$ cat config.mk
export PLATFORM = sky130hd
export DESIGN_NAME = lcd_scan_ctrl
export DESIGN_NICKNAME = d
export VERILOG_FILES = /design/src/rtl/lcd_scan_pkg.sv /design/src/rtl/lcd_ctrl_regs.sv /design/src/rtl/lcd_prescaler.sv /design/src/rtl/lcd_com_counter.sv /design/src/rtl/lcd_pin_map.sv /design/src/rtl/lcd_scan_ctrl.sv
export SDC_FILE = /design/constraint.sdc
export NUM_CORES = 1
export LEC_CHECK = 0
export CAP_MARGIN = 25
export CORE_ASPECT_RATIO = 1.2
export CORE_UTILIZATION = 61
export DETAILED_ROUTE_END_ITERATION = 8
export DONT_BUFFER_PORTS = 1
export PLACE_DENSITY = 0.77
export SYNTH_ARGS = -nofsm -noshare
export SYNTH_HDL_FRONTEND = slang
export SYNTH_SLANG_ARGS = --single-unit
$ cat constraint.sdc
create_clock -name clk -period 3.4 [get_ports clk]
set_input_delay 0 -clock clk [delete_from_list [all_inputs] [get_ports clk]]
set_output_delay 0 -clock clk [all_outputs]
set_load 0.02 [all_outputs]
$ cat src/rtl/lcd_scan_pkg.sv
package lcd_scan_pkg;

  localparam int NUM_COM = 4;
  localparam int IDX_W   = 2;

  typedef enum logic [1:0] {
    DUTY_FOUR   = 2'b00,
    DUTY_THREE  = 2'b01,
    DUTY_TWO    = 2'b10,
    DUTY_SINGLE = 2'b11
  } duty_e;

  typedef struct packed {
    logic        scan_on;
    logic        boost_on;
    duty_e       duty;
    logic [1:0]  rate;
  } ctrl_t;

  // highest common index that is scanned for a duty code
  function automatic logic [IDX_W-1:0] last_common(input duty_e d);
    return IDX_W'(NUM_COM - 1) - IDX_W'(d);
  endfunction

endpackage

$ cat src/rtl/lcd_ctrl_regs.sv
module lcd_ctrl_regs
  import lcd_scan_pkg::*;
#(
  parameter int          ADDR_W   = 8,
  parameter int          DATA_W   = 8,
  parameter logic [7:0]  REG_ADDR = 8'hF1
) (
  input  logic              clk,
  input  logic              rst_n,
  input  logic [ADDR_W-1:0] bus_addr,
  input  logic [DATA_W-1:0] bus_wdata,
  input  logic              bus_wr,
  output logic [DATA_W-1:0] bus_rdata,
  output ctrl_t             ctrl,
  output logic              restart
);

  localparam int CTRL_W = $bits(ctrl_t);
  localparam int TIME_W = 4; // duty + rate bits, the low part of ctrl_t

  logic  hit;
  ctrl_t nxt;

  assign hit = (bus_addr == ADDR_W'(REG_ADDR));
  assign nxt = ctrl_t'(bus_wdata[CTRL_W-1:0]);

  // a change of duty or rate restarts the scan on the same edge
  assign restart = bus_wr && hit &&
                   (bus_wdata[TIME_W-1:0] != ctrl[TIME_W-1:0]);

  always_ff @(posedge clk or negedge rst_n) begin
    if (!rst_n) begin
      ctrl <= '0;
    end else if (bus_wr && hit) begin
      ctrl <= nxt;
    end
  end

  always_comb begin
    bus_rdata = '0;
    if (hit) begin
      bus_rdata[CTRL_W-1:0] = ctrl;
    end
  end

endmodule

$ cat src/rtl/lcd_prescaler.sv
module lcd_prescaler #(
  parameter int BASE_LOG2 = 5,
  parameter int RATE_W    = 2
) (
  input  logic              clk,
  input  logic              rst_n,
  input  logic              run,
  input  logic              clear,
  input  logic [RATE_W-1:0] rate,
  output logic              tick
);

  localparam int RATE_N = 1 << RATE_W;
  localparam int CNT_W  = BASE_LOG2 + RATE_N - 1;

  logic [CNT_W-1:0] cnt;
  logic [CNT_W-1:0] term [RATE_N];

  for (genvar g = 0; g < RATE_N; g++) begin : g_term
    localparam int unsigned TERM = (1 << (BASE_LOG2 + g)) - 1;
    assign term[g] = TERM[CNT_W-1:0];
  end

  assign tick = run && (cnt == term[rate]);

  always_ff @(posedge clk or negedge rst_n) begin
    if (!rst_n) begin
      cnt <= '0;
    end else if (!run || clear || tick) begin
      cnt <= '0;
    end else begin
      cnt <= cnt + 1'b1;
    end
  end

endmodule

$ cat src/rtl/lcd_com_counter.sv
module lcd_com_counter
  import lcd_scan_pkg::*;
(
  input  logic             clk,
  input  logic             rst_n,
  input  logic             run,
  input  logic             clear,
  input  logic             tick,
  input  duty_e            duty,
  output logic [IDX_W-1:0] idx,
  output logic             wrap_q
);

  logic [IDX_W-1:0] last;
  logic             at_last;

  assign last    = last_common(duty);
  assign at_last = (idx >= last);

  always_ff @(posedge clk or negedge rst_n) begin
    if (!rst_n) begin
      idx    <= '0;
      wrap_q <= 1'b0;
    end else if (!run || clear) begin
      idx    <= '0;
      wrap_q <= 1'b0;
    end else begin
      wrap_q <= tick && at_last;
      if (tick) begin
        idx <= at_last ? '0 : idx + 1'b1;
      end
    end
  end

endmodule

$ cat src/rtl/lcd_pin_map.sv
module lcd_pin_map
  import lcd_scan_pkg::*;
(
  input  logic               run,
  input  duty_e              duty,
  input  logic [IDX_W-1:0]   idx,
  output logic [NUM_COM-1:0] com_sel,
  output logic [NUM_COM-2:0] seg_sel
);

  logic [IDX_W-1:0] last;
  assign last = last_common(duty);

  for (genvar g = 0; g < NUM_COM; g++) begin : g_com
    assign com_sel[g] = run && (idx == IDX_W'(g));
  end

  // bit g hands common (NUM_COM-1-g) to the segment driver
  for (genvar g = 0; g < NUM_COM - 1; g++) begin : g_seg
    assign seg_sel[g] = (IDX_W'(NUM_COM - 1 - g) > last);
  end

endmodule

$ cat src/rtl/lcd_scan_ctrl.sv
module lcd_scan_ctrl
  import lcd_scan_pkg::*;
#(
  parameter int          BASE_LOG2 = 5,
  parameter logic [7:0]  REG_ADDR  = 8'hF1
) (
  input  logic               clk,
  input  logic               rst_n,
  input  logic [7:0]         bus_addr,
  input  logic [7:0]         bus_wdata,
  input  logic               bus_wr,
  output logic [7:0]         bus_rdata,
  output logic               disp_en,
  output logic               boost_en,
  output logic [NUM_COM-1:0] com_sel,
  output logic [IDX_W-1:0]   com_idx,
  output logic               frame_strobe,
  output logic [NUM_COM-2:0] pin_seg_sel
);

  ctrl_t            ctrl_q;
  logic             cfg_restart;
  logic             pre_tick;
  logic [IDX_W-1:0] idx_q;
  logic             wrap_q;

  lcd_ctrl_regs #(
    .ADDR_W   (8),
    .DATA_W   (8),
    .REG_ADDR (REG_ADDR)
  ) regs_i (
    .clk       (clk),
    .rst_n     (rst_n),
    .bus_addr  (bus_addr),
    .bus_wdata (bus_wdata),
    .bus_wr    (bus_wr),
    .bus_rdata (bus_rdata),
    .ctrl      (ctrl_q),
    .restart   (cfg_restart)
  );

  lcd_prescaler #(
    .BASE_LOG2 (BASE_LOG2),
    .RATE_W    (2)
  ) pre_i (
    .clk   (clk),
    .rst_n (rst_n),
    .run   (ctrl_q.scan_on),
    .clear (cfg_restart),
    .rate  (ctrl_q.rate),
    .tick  (pre_tick)
  );

  lcd_com_counter cnt_i (
    .clk    (clk),
    .rst_n  (rst_n),
    .run    (ctrl_q.scan_on),
    .clear  (cfg_restart),
    .tick   (pre_tick),
    .duty   (ctrl_q.duty),
    .idx    (idx_q),
    .wrap_q (wrap_q)
  );

  lcd_pin_map map_i (
    .run     (ctrl_q.scan_on),
    .duty    (ctrl_q.duty),
    .idx     (idx_q),
    .com_sel (com_sel),
    .seg_sel (pin_seg_sel)
  );

  assign disp_en      = ctrl_q.scan_on;
  assign boost_en     = ctrl_q.boost_on;
  assign com_idx      = ctrl_q.scan_on ? idx_q : '0;
  assign frame_strobe = ctrl_q.scan_on && wrap_q;

endmodule

==> results of run 1 <==
[cell families (layout without fill, tap and decap cells)]
kind of cell | count (synthesis) | in the layout
buffers and inverters | 10 | 15
AND/OR/NAND/NOR | 45 | 45
adder cells (fa/ha/maj) | 7 | 7
XOR/XNOR | 12 | 12
flip-flops | 17 | 17
AO/OA/AOI/OAI | 9 | 9
other | 1 | 2
multiplexers | 6 | 6
[repair_timing]
| action | CTS | global route |
|---|---|---|
| resized for setup | 0 | 0 |
| hold buffers | 7 | 0 |
| endpoints found under the hold margin | 23 | 0 |
[registers in the layout, indices dropped and copies added, names as in the netlist]
name	flops
cnt_i.idx	2
pre_i.cnt	8
cnt_i.wrap_q	1
regs_i.ctrl	6
[routing by layer]
layer / part of all wire [%] / track usage, %
met2: 52 / 37.50
met3: 4.6 / 4.587
met4: 2.0 / 10.00
met5: 0 / 0
met1: 41 / 25.62
[metrics by stage]
| step | area, um^2 | utilization, % | std cells | worst slack, ns |
|---|---|---|---|---|
| final | 1187 | 71.46 | 131 | 1.665 |
| after global routing | 1187 | 71.46 | 131 | 1.476 |
| after CTS | 1187 | 71.46 | 131 | 1.662 |
| after detailed placement | 1091 | 65.66 | 120 | 1.693 |
| after global placement | 1091 | 65.66 | 120 | 1.678 |
| after floorplan | 1107 | - | 108 | 1.798 |
[cell usage after synthesis, drive strengths merged (4+ instances only)]
| cell type | count |
|---|---|
| ha | 7 |
| nor2 | 8 |
| dfrtp | 17 |
| and2 | 9 |
| inv | 4 |
| mux2 | 6 |
| and3 | 8 |
| buf | 4 |
| xor2 | 10 |
| nand2 | 5 |
[critical path: stages, from the launching register on]
cell	delay, ns
dfrtp_1	0.52
xor2_1	0.24
nor4_4	0.37
o21ai_0	0.22
nor4_1	0.29
[worst paths after layout]
check	start	to	slack, ns	cells after the start
worst min-delay path	bus_wr	regs_i.ctrl[0]$_DFFE_PN0P_	0.09	2
max in group asynchronous	rst_n	pre_i.cnt[1]$_DFF_PN0_	2.73	1
worst max register to register	regs_i.ctrl[3]$_DFFE_PN0P_	cnt_i.wrap_q$_DFF_PN0_	1.67	4
min in group asynchronous	rst_n	regs_i.ctrl[4]$_DFFE_PN0P_	0.20	1
worst min register to register	pre_i.cnt[0]$_DFF_PN0_	pre_i.cnt[0]$_DFF_PN0_	0.49	1
worst max-delay path	regs_i.ctrl[3]$_DFFE_PN0P_	cnt_i.wrap_q$_DFF_PN0_	1.67	4
[report_power, final]
group	internal [mW]	total, mW	leakage (nW)	switching [mW]
Combinational	0.0176	0.0398	0.310	0.0222
Sequential	0.206	0.215	0.236	0.00912
Clock	0.0458	0.109	0.0150	0.0629
Total	0.269	0.364	0.561	0.0942
[area by class of cell]
type,count,area (um^2),share of cell area (%)
clock buffer,4,26.28,2.213
inverter,4,15.01,1.264
multi-input combinational,81,628.1,52.90
sequential,17,425.4,35.83
tap,18,22.52,1.897
timing repair buffer,7,70.07,5.901
==> reports/metrics.yaml, run 1 <==
drive_above_1_share_pct: 15.04
dieArea_um2: 1984
rsz0062_at_grt: "no"
clock.fmax_ghz: 0.5765
min_period_over_period_pct: 51.02
cts_num_sinks: 17
synth_area_um2: 1104
skew_ns: 0.004360
viasPerCell: 5.855
numCtsBuffers: 3
hold_violations: 0
firstDrtPassIters: 4
ys_seq_area_share_pct: 38.55
synth_seq_cells: 17
min_period_ns: 1.735
power_density_nw_per_um2: 306.2
setup-violations-final: 0
start_util_pct: 66.42
core_area_um2: 1662
tns_ns: 0
yosys_warnings: 0
synth_area_leaders: "dfrtp_1 (39%), ha_1 (7.9%), xor2_1 (7.9%)"
cts_max_level: 1
hold_path_class: "input port to flop"
layout_commonest_cell: "dfrtp_1"
worstPathMaxFanout: 7
ys_types: 33
rows: 16
synth_edf_count: 0
synth_cells: 107
area_delta_synth_final_pct: 7.597
power_uw: 363.5
cts_tree: "yes"
synth_top_area_share_pct: 38.55
max-slew-margin-rel_pct: 50.09
grt_pass1_wl_um: 3070
antenna_found_initial: 0
root_buffer: "clkbuf_4"
clk_latency_ns: 0.30
hold_ws_ns: 0.08992
worstPathArrival_ns: 1.93
yosys.area_share.simple_pct: 25.96
io-pin-count: 39
grt_pass1_vias: 720
synthAdderAreaFrac_pct: 7.937
async_reset_ff_share_pct: 100.0
diodes: 0
ir_drop_v: 0.0003527
routabilityCongestion: 0.6939
grt_max_degree: 18
start_kind: "flop"
vias: 767
synth_area_per_cell_um2: 10.31
clockBufferDepth: 2
cp-end-kind: "flop"
gr-total-overflow: 0
drt-initial-drc-count: 5
synth_area_leader_cell: "dfrtp_1"
tightest_slew_ns: 0.7462
die_w_um: 40.83
cts.clk_slew.worst_paths_ns: 0.09
path_class: "flop to flop"
cp.required_ns: 3.60
drc: 0
place_hpwl_um: 1385
track_usage_pct: 22.48
final_nets: 140
wl_per_cell_um: 14.15
maxCapViolations: 0
synth_top_family_by_area: "simple AND/OR/NAND/NOR gates"
synth_compound_gate_area_share_pct: 6.689
power.leakage_nw: 0.5615
synth_top_flop_cell: "dfrtp_1"
nFillCells: 133
final_max_slew_viol_count: 0
final_cell_mix: "dfrtp_1 (17), xor2_1 (10), and2_1 (9), nor2_1 (8)"
die_y_um: 48.59
port_buffers: 0
ant_nets: 0
status: "completed"
synthMuxAreaShare_pct: 6.122
postCtsSetupBuffers: 0
wl_um: 1854
synth-xor-area-share_pct: 9.524
(Power assumes the default switching activity.)
==> run 2, diff against run 1 <==
- clock period: 3.4 -> 1.7 ns (I/O delays scaled with it)
==> reports/metrics.yaml, run 2 (synthesis results as in run 1) <==
status: "completed"
ff2ff_setup_slack_ns: 0.08  # -1.59 ns
dp_cells: 125  # +4.2%
tightest_slew_ns: 0.7712  # +0.02501 ns
clock.fmax_ghz: 0.6158  # +6.8%
root_buffer: "clkbuf_4"
cts_max_level: 1  # unchanged
worstPathMaxFanout: 7  # unchanged
io-pin-count: 39  # unchanged
cts.clk_slew.worst_paths_ns: 0.09  # about the same
power.leakage_nw: 0.5932  # +5.6%
cts_num_sinks: 17  # unchanged
cts_tree: "yes"
track_usage_pct: 21.93  # -0.55 points
final_cell_mix: "dfrtp_1 (15), xor2_1 (10), and2_1 (9), nor2_1 (8)"
finish.utilization_pct: 75.23  # +3.8 points
seqPwrFrac_pct: 57.8  # -1.4 points
dieArea_um2: 1984  # unchanged
hp-start: "bus_wr"
final_max_slew_viol_count: 0  # unchanged
top_register: "pre_i.cnt"
power_uw: 734.3  # +100%
max-slew-margin-rel_pct: 48.42  # -1.7 points
internal-power_uw: 549.0  # +100%
numCtsBuffers: 3  # unchanged
nFillCells: 113  # -15%
cp.buffers_inverters: 0  # unchanged
ant_nets: 0  # unchanged
diodes: 0  # unchanged
rsz0062_at_grt: "no"
setup-violations-final: 0  # unchanged
viasPerCell: 5.906  # +0.87%
power_density_nw_per_um2: 587.5  # +92%
tns_ns: 0  # unchanged
wl_um: 2022  # +9.1%
die_y_um: 48.59  # unchanged
vias: 815  # +6.3%
clockBufferDepth: 2  # unchanged
start_kind: "flop"
clkPwrFrac_pct: 28.5  # -1.4 points
drc: 0  # unchanged
final_nets: 147  # +5.0%
crit_chain: "or4_4 > o211a_2 > o221ai_4 > nor2_1"
combPwrFrac_pct: 13.7  # +2.7 points
wl_per_cell_um: 14.65  # +3.5%
layout_commonest_cell: "dfrtp_1"
grt_pass1_vias: 767  # +6.5%
hold_violations: 0  # unchanged
grt_pass1_wl_um: 3029  # -1.3%
rows: 16  # unchanged
hold_path_class: "input port to flop"
min_period_over_period_pct: 95.52  # +45 points
drive_above_1_share_pct: 23.33  # +8.3 points
worstPathArrival_ns: 1.79  # -0.14 ns
critPathMaxStageDelay_ns: 0.53  # about the same
firstDrtPassIters: 4  # unchanged
start_util_pct: 66.42  # unchanged
routabilityCongestion: 0.7310  # +5.3%
cp-end-kind: "flop"
core_area_um2: 1662  # unchanged
slowest_stage: "or4_4"
crit_path_start: "regs_i.ctrl[1]$_DFFE_PN0P_"
cp_top_family: "simple AND/OR/NAND/NOR gates"
drt-initial-drc-count: 19  # +14
r2r_start: "regs_i.ctrl[1]$_DFFE_PN0P_"
ir_drop_v: 0.0004269  # +21%
clk_latency_ns: 0.28  # -0.02 ns
antenna_found_initial: 0  # unchanged
swShare_pct: 25.24  # -0.67 points
min_period_ns: 1.624  # -0.1106 ns
path_class: "flop to flop"
hold_ws_ns: 0.1149  # +0.02502 ns
area_delta_synth_final_pct: 13.27
cp.required_ns: 1.87  # -1.73 ns
switching_power_uw: 185.3  # +97%
top_regs: "pre_i.cnt (8), regs_i.ctrl (6), cnt_i.idx (2)"
gr-total-overflow: 0  # unchanged
place_hpwl_um: 1498  # +8.1%
die_w_um: 40.83  # unchanged
instances_no_fill: 138  # +5.3%
largest_reg_flops: 8  # unchanged
grt_max_degree: 18  # unchanged
port_buffers: 0  # unchanged
maxCapViolations: 0  # unchanged
skew_ns: 0.004190  # -0.0001700 ns
run 2: cell count changes in the layout (fill, tap and decap cells not counted):
cell	previous run	this run
a21oi_1	3	2
a21oi_2	0	1
or4_1	1	0
dfrtp_2	0	2
or4_4	0	1
dfrtp_1	17	15
buf_4	0	7
run 2: worst paths after layout:
kind                                               to  cells past startpoint
max                            pre_i.cnt[5]$_DFF_PN0_                      4
min                        regs_i.ctrl[5]$_DFFE_PN0P_                      3
max reg2reg                    pre_i.cnt[5]$_DFF_PN0_                      4
min reg2reg                    pre_i.cnt[0]$_DFF_PN0_                      1
max in group asynchronous      pre_i.cnt[5]$_DFF_PN0_                      1
min in group asynchronous  regs_i.ctrl[0]$_DFFE_PN0P_                      1
run 2: area by class of cell:
| type | count | area [um^2] | area share [%] |
|---|---|---|---|
| clock buffer | 4 | 26.28 | 2.102 |
| inverter | 4 | 15.01 | 1.201 |
| multi-input combinational | 81 | 635.6 | 50.85 |
| sequential | 17 | 427.9 | 34.23 |
| tap | 18 | 22.52 | 1.802 |
| timing repair buffer | 14 | 122.6 | 9.810 |
run 2: power groups by stage:
stage	Sequential, mW	Clock [mW]	Combinational [mW]
3_3_place_gp	0.431	0	0.0720
4_1_cts	0.424	0.212	0.0957
5_1_grt	0.425	0.231	0.112
2_1_floorplan	0.430	0	0.0660
6_report	0.424	0.209	0.101
3_5_place_dp	0.432	0	0.0745
run 2: through the flow:
step,instance area (um^2),setup WS (ns)
after floorplan,1107,0.09796
after global placement,1129,0.05823
after detailed placement,1129,0.009215
after CTS,1226,0.01581
after global routing,1250,0.01252
final,1250,0.07609
run 2: worst reg2reg max path, stage by stage (launching register included):
cell and delay [ns]:
dfrtp_2 0.46, or4_4 0.53, o211a_2 0.17, o221ai_4 0.26, nor2_1 0.08
run 2: metal layers:
layer	routed length, um	part of all wire (%)	GRT usage [%]	up-vias
li1	-	-	-	393
met1	838	41	23.68	388
met2	1054	52	37.76	26
met3	73	3.6	2.294	8
met4	56	2.8	12.22	0
met5	0	0	0	-
run 2: timing repair:
item | 4_1_cts | 5_1_grt
gates resized for setup | 1 | 3
setup endpoints to repair | 2 | 8
gates cloned | 0 | 0
buffers inserted | 0 | 2
hold endpoints to repair | 23 | 0
hold buffers | 7 | 0
pin swaps | 0 | 1
==> run 3, diff against run 2 <==
--- a/config.mk
+++ b/config.mk
@@ -12,2 +12,3 @@
 export DONT_BUFFER_PORTS = 1
+export MAX_ROUTING_LAYER = met4
 export PLACE_DENSITY = 0.77
--- a/constraint.sdc
+++ b/constraint.sdc
@@ -3,2 +3,2 @@
 set_output_delay 0 -clock clk [all_outputs]
-set_load 0.02 [all_outputs]
+set_load 0.01 [all_outputs]
==> reports/metrics.yaml, run 3 (synthesis results as in run 1) <==
status: "completed"
drc: 0  # unchanged
drt-initial-drc-count: 13  # -6
top_regs: "pre_i.cnt (8), regs_i.ctrl (6), cnt_i.idx (2)"
ff_latch_area_um2: 427.9  # unchanged
track_usage_pct: 20.62  # -1.3 points
power_uw: 727.3  # -0.95%
setup-violations-final: 0  # unchanged
tns_ns: 0  # unchanged
io-pin-count: 39  # unchanged
grt.met3_usage_pct: 4.128  # +1.8 points
place_hpwl_um: 1424  # -4.9%
die_w_um: 40.83  # unchanged
ir_drop_v: 0.0004193  # -1.8%
final_cell_mix: "dfrtp_1 (15), xor2_1 (10), and2_1 (9)"
rsz0062_at_grt: "yes"
hold_violations: 0  # unchanged
cp.required_ns: 1.87  # about the same
cts_max_level: 1  # unchanged
dp_slack_ns: 0.004289  # -0.004926 ns
grt_pass1_vias: 678  # -12%
met1_usage_pct: 24.76  # +1.1 points
min_period_over_period_pct: 98.16  # +2.6 points
grt_use_met2_pct: 33.85  # -3.9 points
drive_above_1_share_pct: 22.22  # -1.1 points
hold_path_class: "input port to flop"
final_area_um2: 1237  # -1.0%
antenna_found_initial: 0  # unchanged
min_period_ns: 1.669  # +0.04486 ns
gr-total-overflow: 0  # unchanged
max-slew-margin-rel_pct: 51.99  # +3.6 points
cts.clk_slew.worst_paths_ns: 0.09  # about the same
power_density_nw_per_um2: 587.8  # about the same
clk_latency_ns: 0.29  # about the same
final_max_slew_viol_count: 0  # unchanged
worstPathArrival_ns: 1.84  # +0.05 ns
clock.fmax_ghz: 0.5992  # -2.7%
slowest_stage: "or4bb_1"
start_util_pct: 66.42  # unchanged
layout_commonest_cell: "dfrtp_1"
grt_max_degree: 18  # unchanged
nFillCells: 110  # -2.7%
dpl_cell_area_um2: 1114  # -1.3%
power.leakage_nw: 0.5803  # -2.2%
area_delta_synth_final_pct: 12.13
multi_input_area_um2: 645.6  # +1.6%
final_nets: 144  # -2.0%
top_register: "pre_i.cnt"
start_kind: "flop"
dieArea_um2: 1984  # unchanged
cts_num_sinks: 17  # unchanged
diodes: 0  # unchanged
cts_tree: "yes"
wl_um: 1832  # -9.4%
cp-end-kind: "flop"
worstPathMaxFanout: 7  # unchanged
path_class: "flop to flop"
vias: 802  # -1.6%
port_buffers: 0  # unchanged
skew_ns: 0.002988  # -0.001201 ns
setup_ws_ns: 0.03123  # -0.04486 ns
finish.utilization_pct: 74.47  # -0.75 points
ant_nets: 0  # unchanged
numCtsBuffers: 3  # unchanged
root_buffer: "clkbuf_4"
viasPerCell: 5.941  # +0.59%
core_area_um2: 1662  # unchanged
rows: 16  # unchanged
busiest_layer: "met2"
wl_per_cell_um: 13.57  # -7.4%
maxCapViolations: 0  # unchanged
routabilityCongestion: 0.7369  # +0.81%
critPathMaxStageDelay_ns: 0.54  # about the same
die_y_um: 48.59  # unchanged
crit_chain: "or4bb_1 > o211a_4 > o221ai_4 > nor2_1"
grt_pass1_wl_um: 2808  # -7.3%
largest_reg_flops: 8  # unchanged
tightest_slew_ns: 0.7178  # -0.05334 ns
clockBufferDepth: 2  # unchanged
firstDrtPassIters: 4  # unchanged
## run 3: timing repair
item                                   CTS  global route
resized for setup                        0             6
hold buffers                             7             0
endpoints found under the hold margin   23             0
buffers inserted                         0             1
pin swaps                                1             6
setup endpoints to repair                1             9
## run 3: where the power goes
group | leakage [nW] | internal (mW) | switching, mW
Clock | 0.0150 | 0.0914 | 0.120
Combinational | 0.332 | 0.0444 | 0.0459
Sequential | 0.233 | 0.412 | 0.0130
## run 3: layer usage
layer	part of all wire (%)	vias to the layer above
met2	51	25
li1	-	389
met5	0	-
met1	43	385
met4	1.2	0
met3	3.9	3
## run 3: through the flow
step                      hold slack, ns  cells
after global placement           -0.2952    123
after global routing              0.1037    135
after floorplan                  -0.2956    108
after detailed placement         -0.2953    123
final                             0.1009    135
after CTS                         0.1021    134
## run 3: critical path, delay by kind of cell (launching register included)
family / cells / cell delay, ns
simple gates: 2 / 0.61
compound gates: 2 / 0.49
flops: 1 / 0.45
## run 3: worst paths after layout
check                                       start                          to  slack (ns)  depth (start not counted)
min in group asynchronous                   rst_n  regs_i.ctrl[5]$_DFFE_PN0P_        0.20                          1
setup / recovery           pre_i.cnt[7]$_DFF_PN0_      pre_i.cnt[7]$_DFF_PN0_        0.03                          4
hold / removal                             bus_wr  regs_i.ctrl[5]$_DFFE_PN0P_        0.10                          2
max in group asynchronous                   rst_n  regs_i.ctrl[1]$_DFFE_PN0P_        1.00                          1
setup reg to reg           pre_i.cnt[7]$_DFF_PN0_      pre_i.cnt[7]$_DFF_PN0_        0.03                          4
hold reg to reg            pre_i.cnt[0]$_DFF_PN0_      pre_i.cnt[0]$_DFF_PN0_        0.50                          1
## run 3: layout make-up
type	instances	area share, %
timing repair buffer	11	8.089
clock buffer	4	2.123
inverter	4	1.213
tap	18	1.820
multi-input combinational	81	52.17
sequential	17	34.58
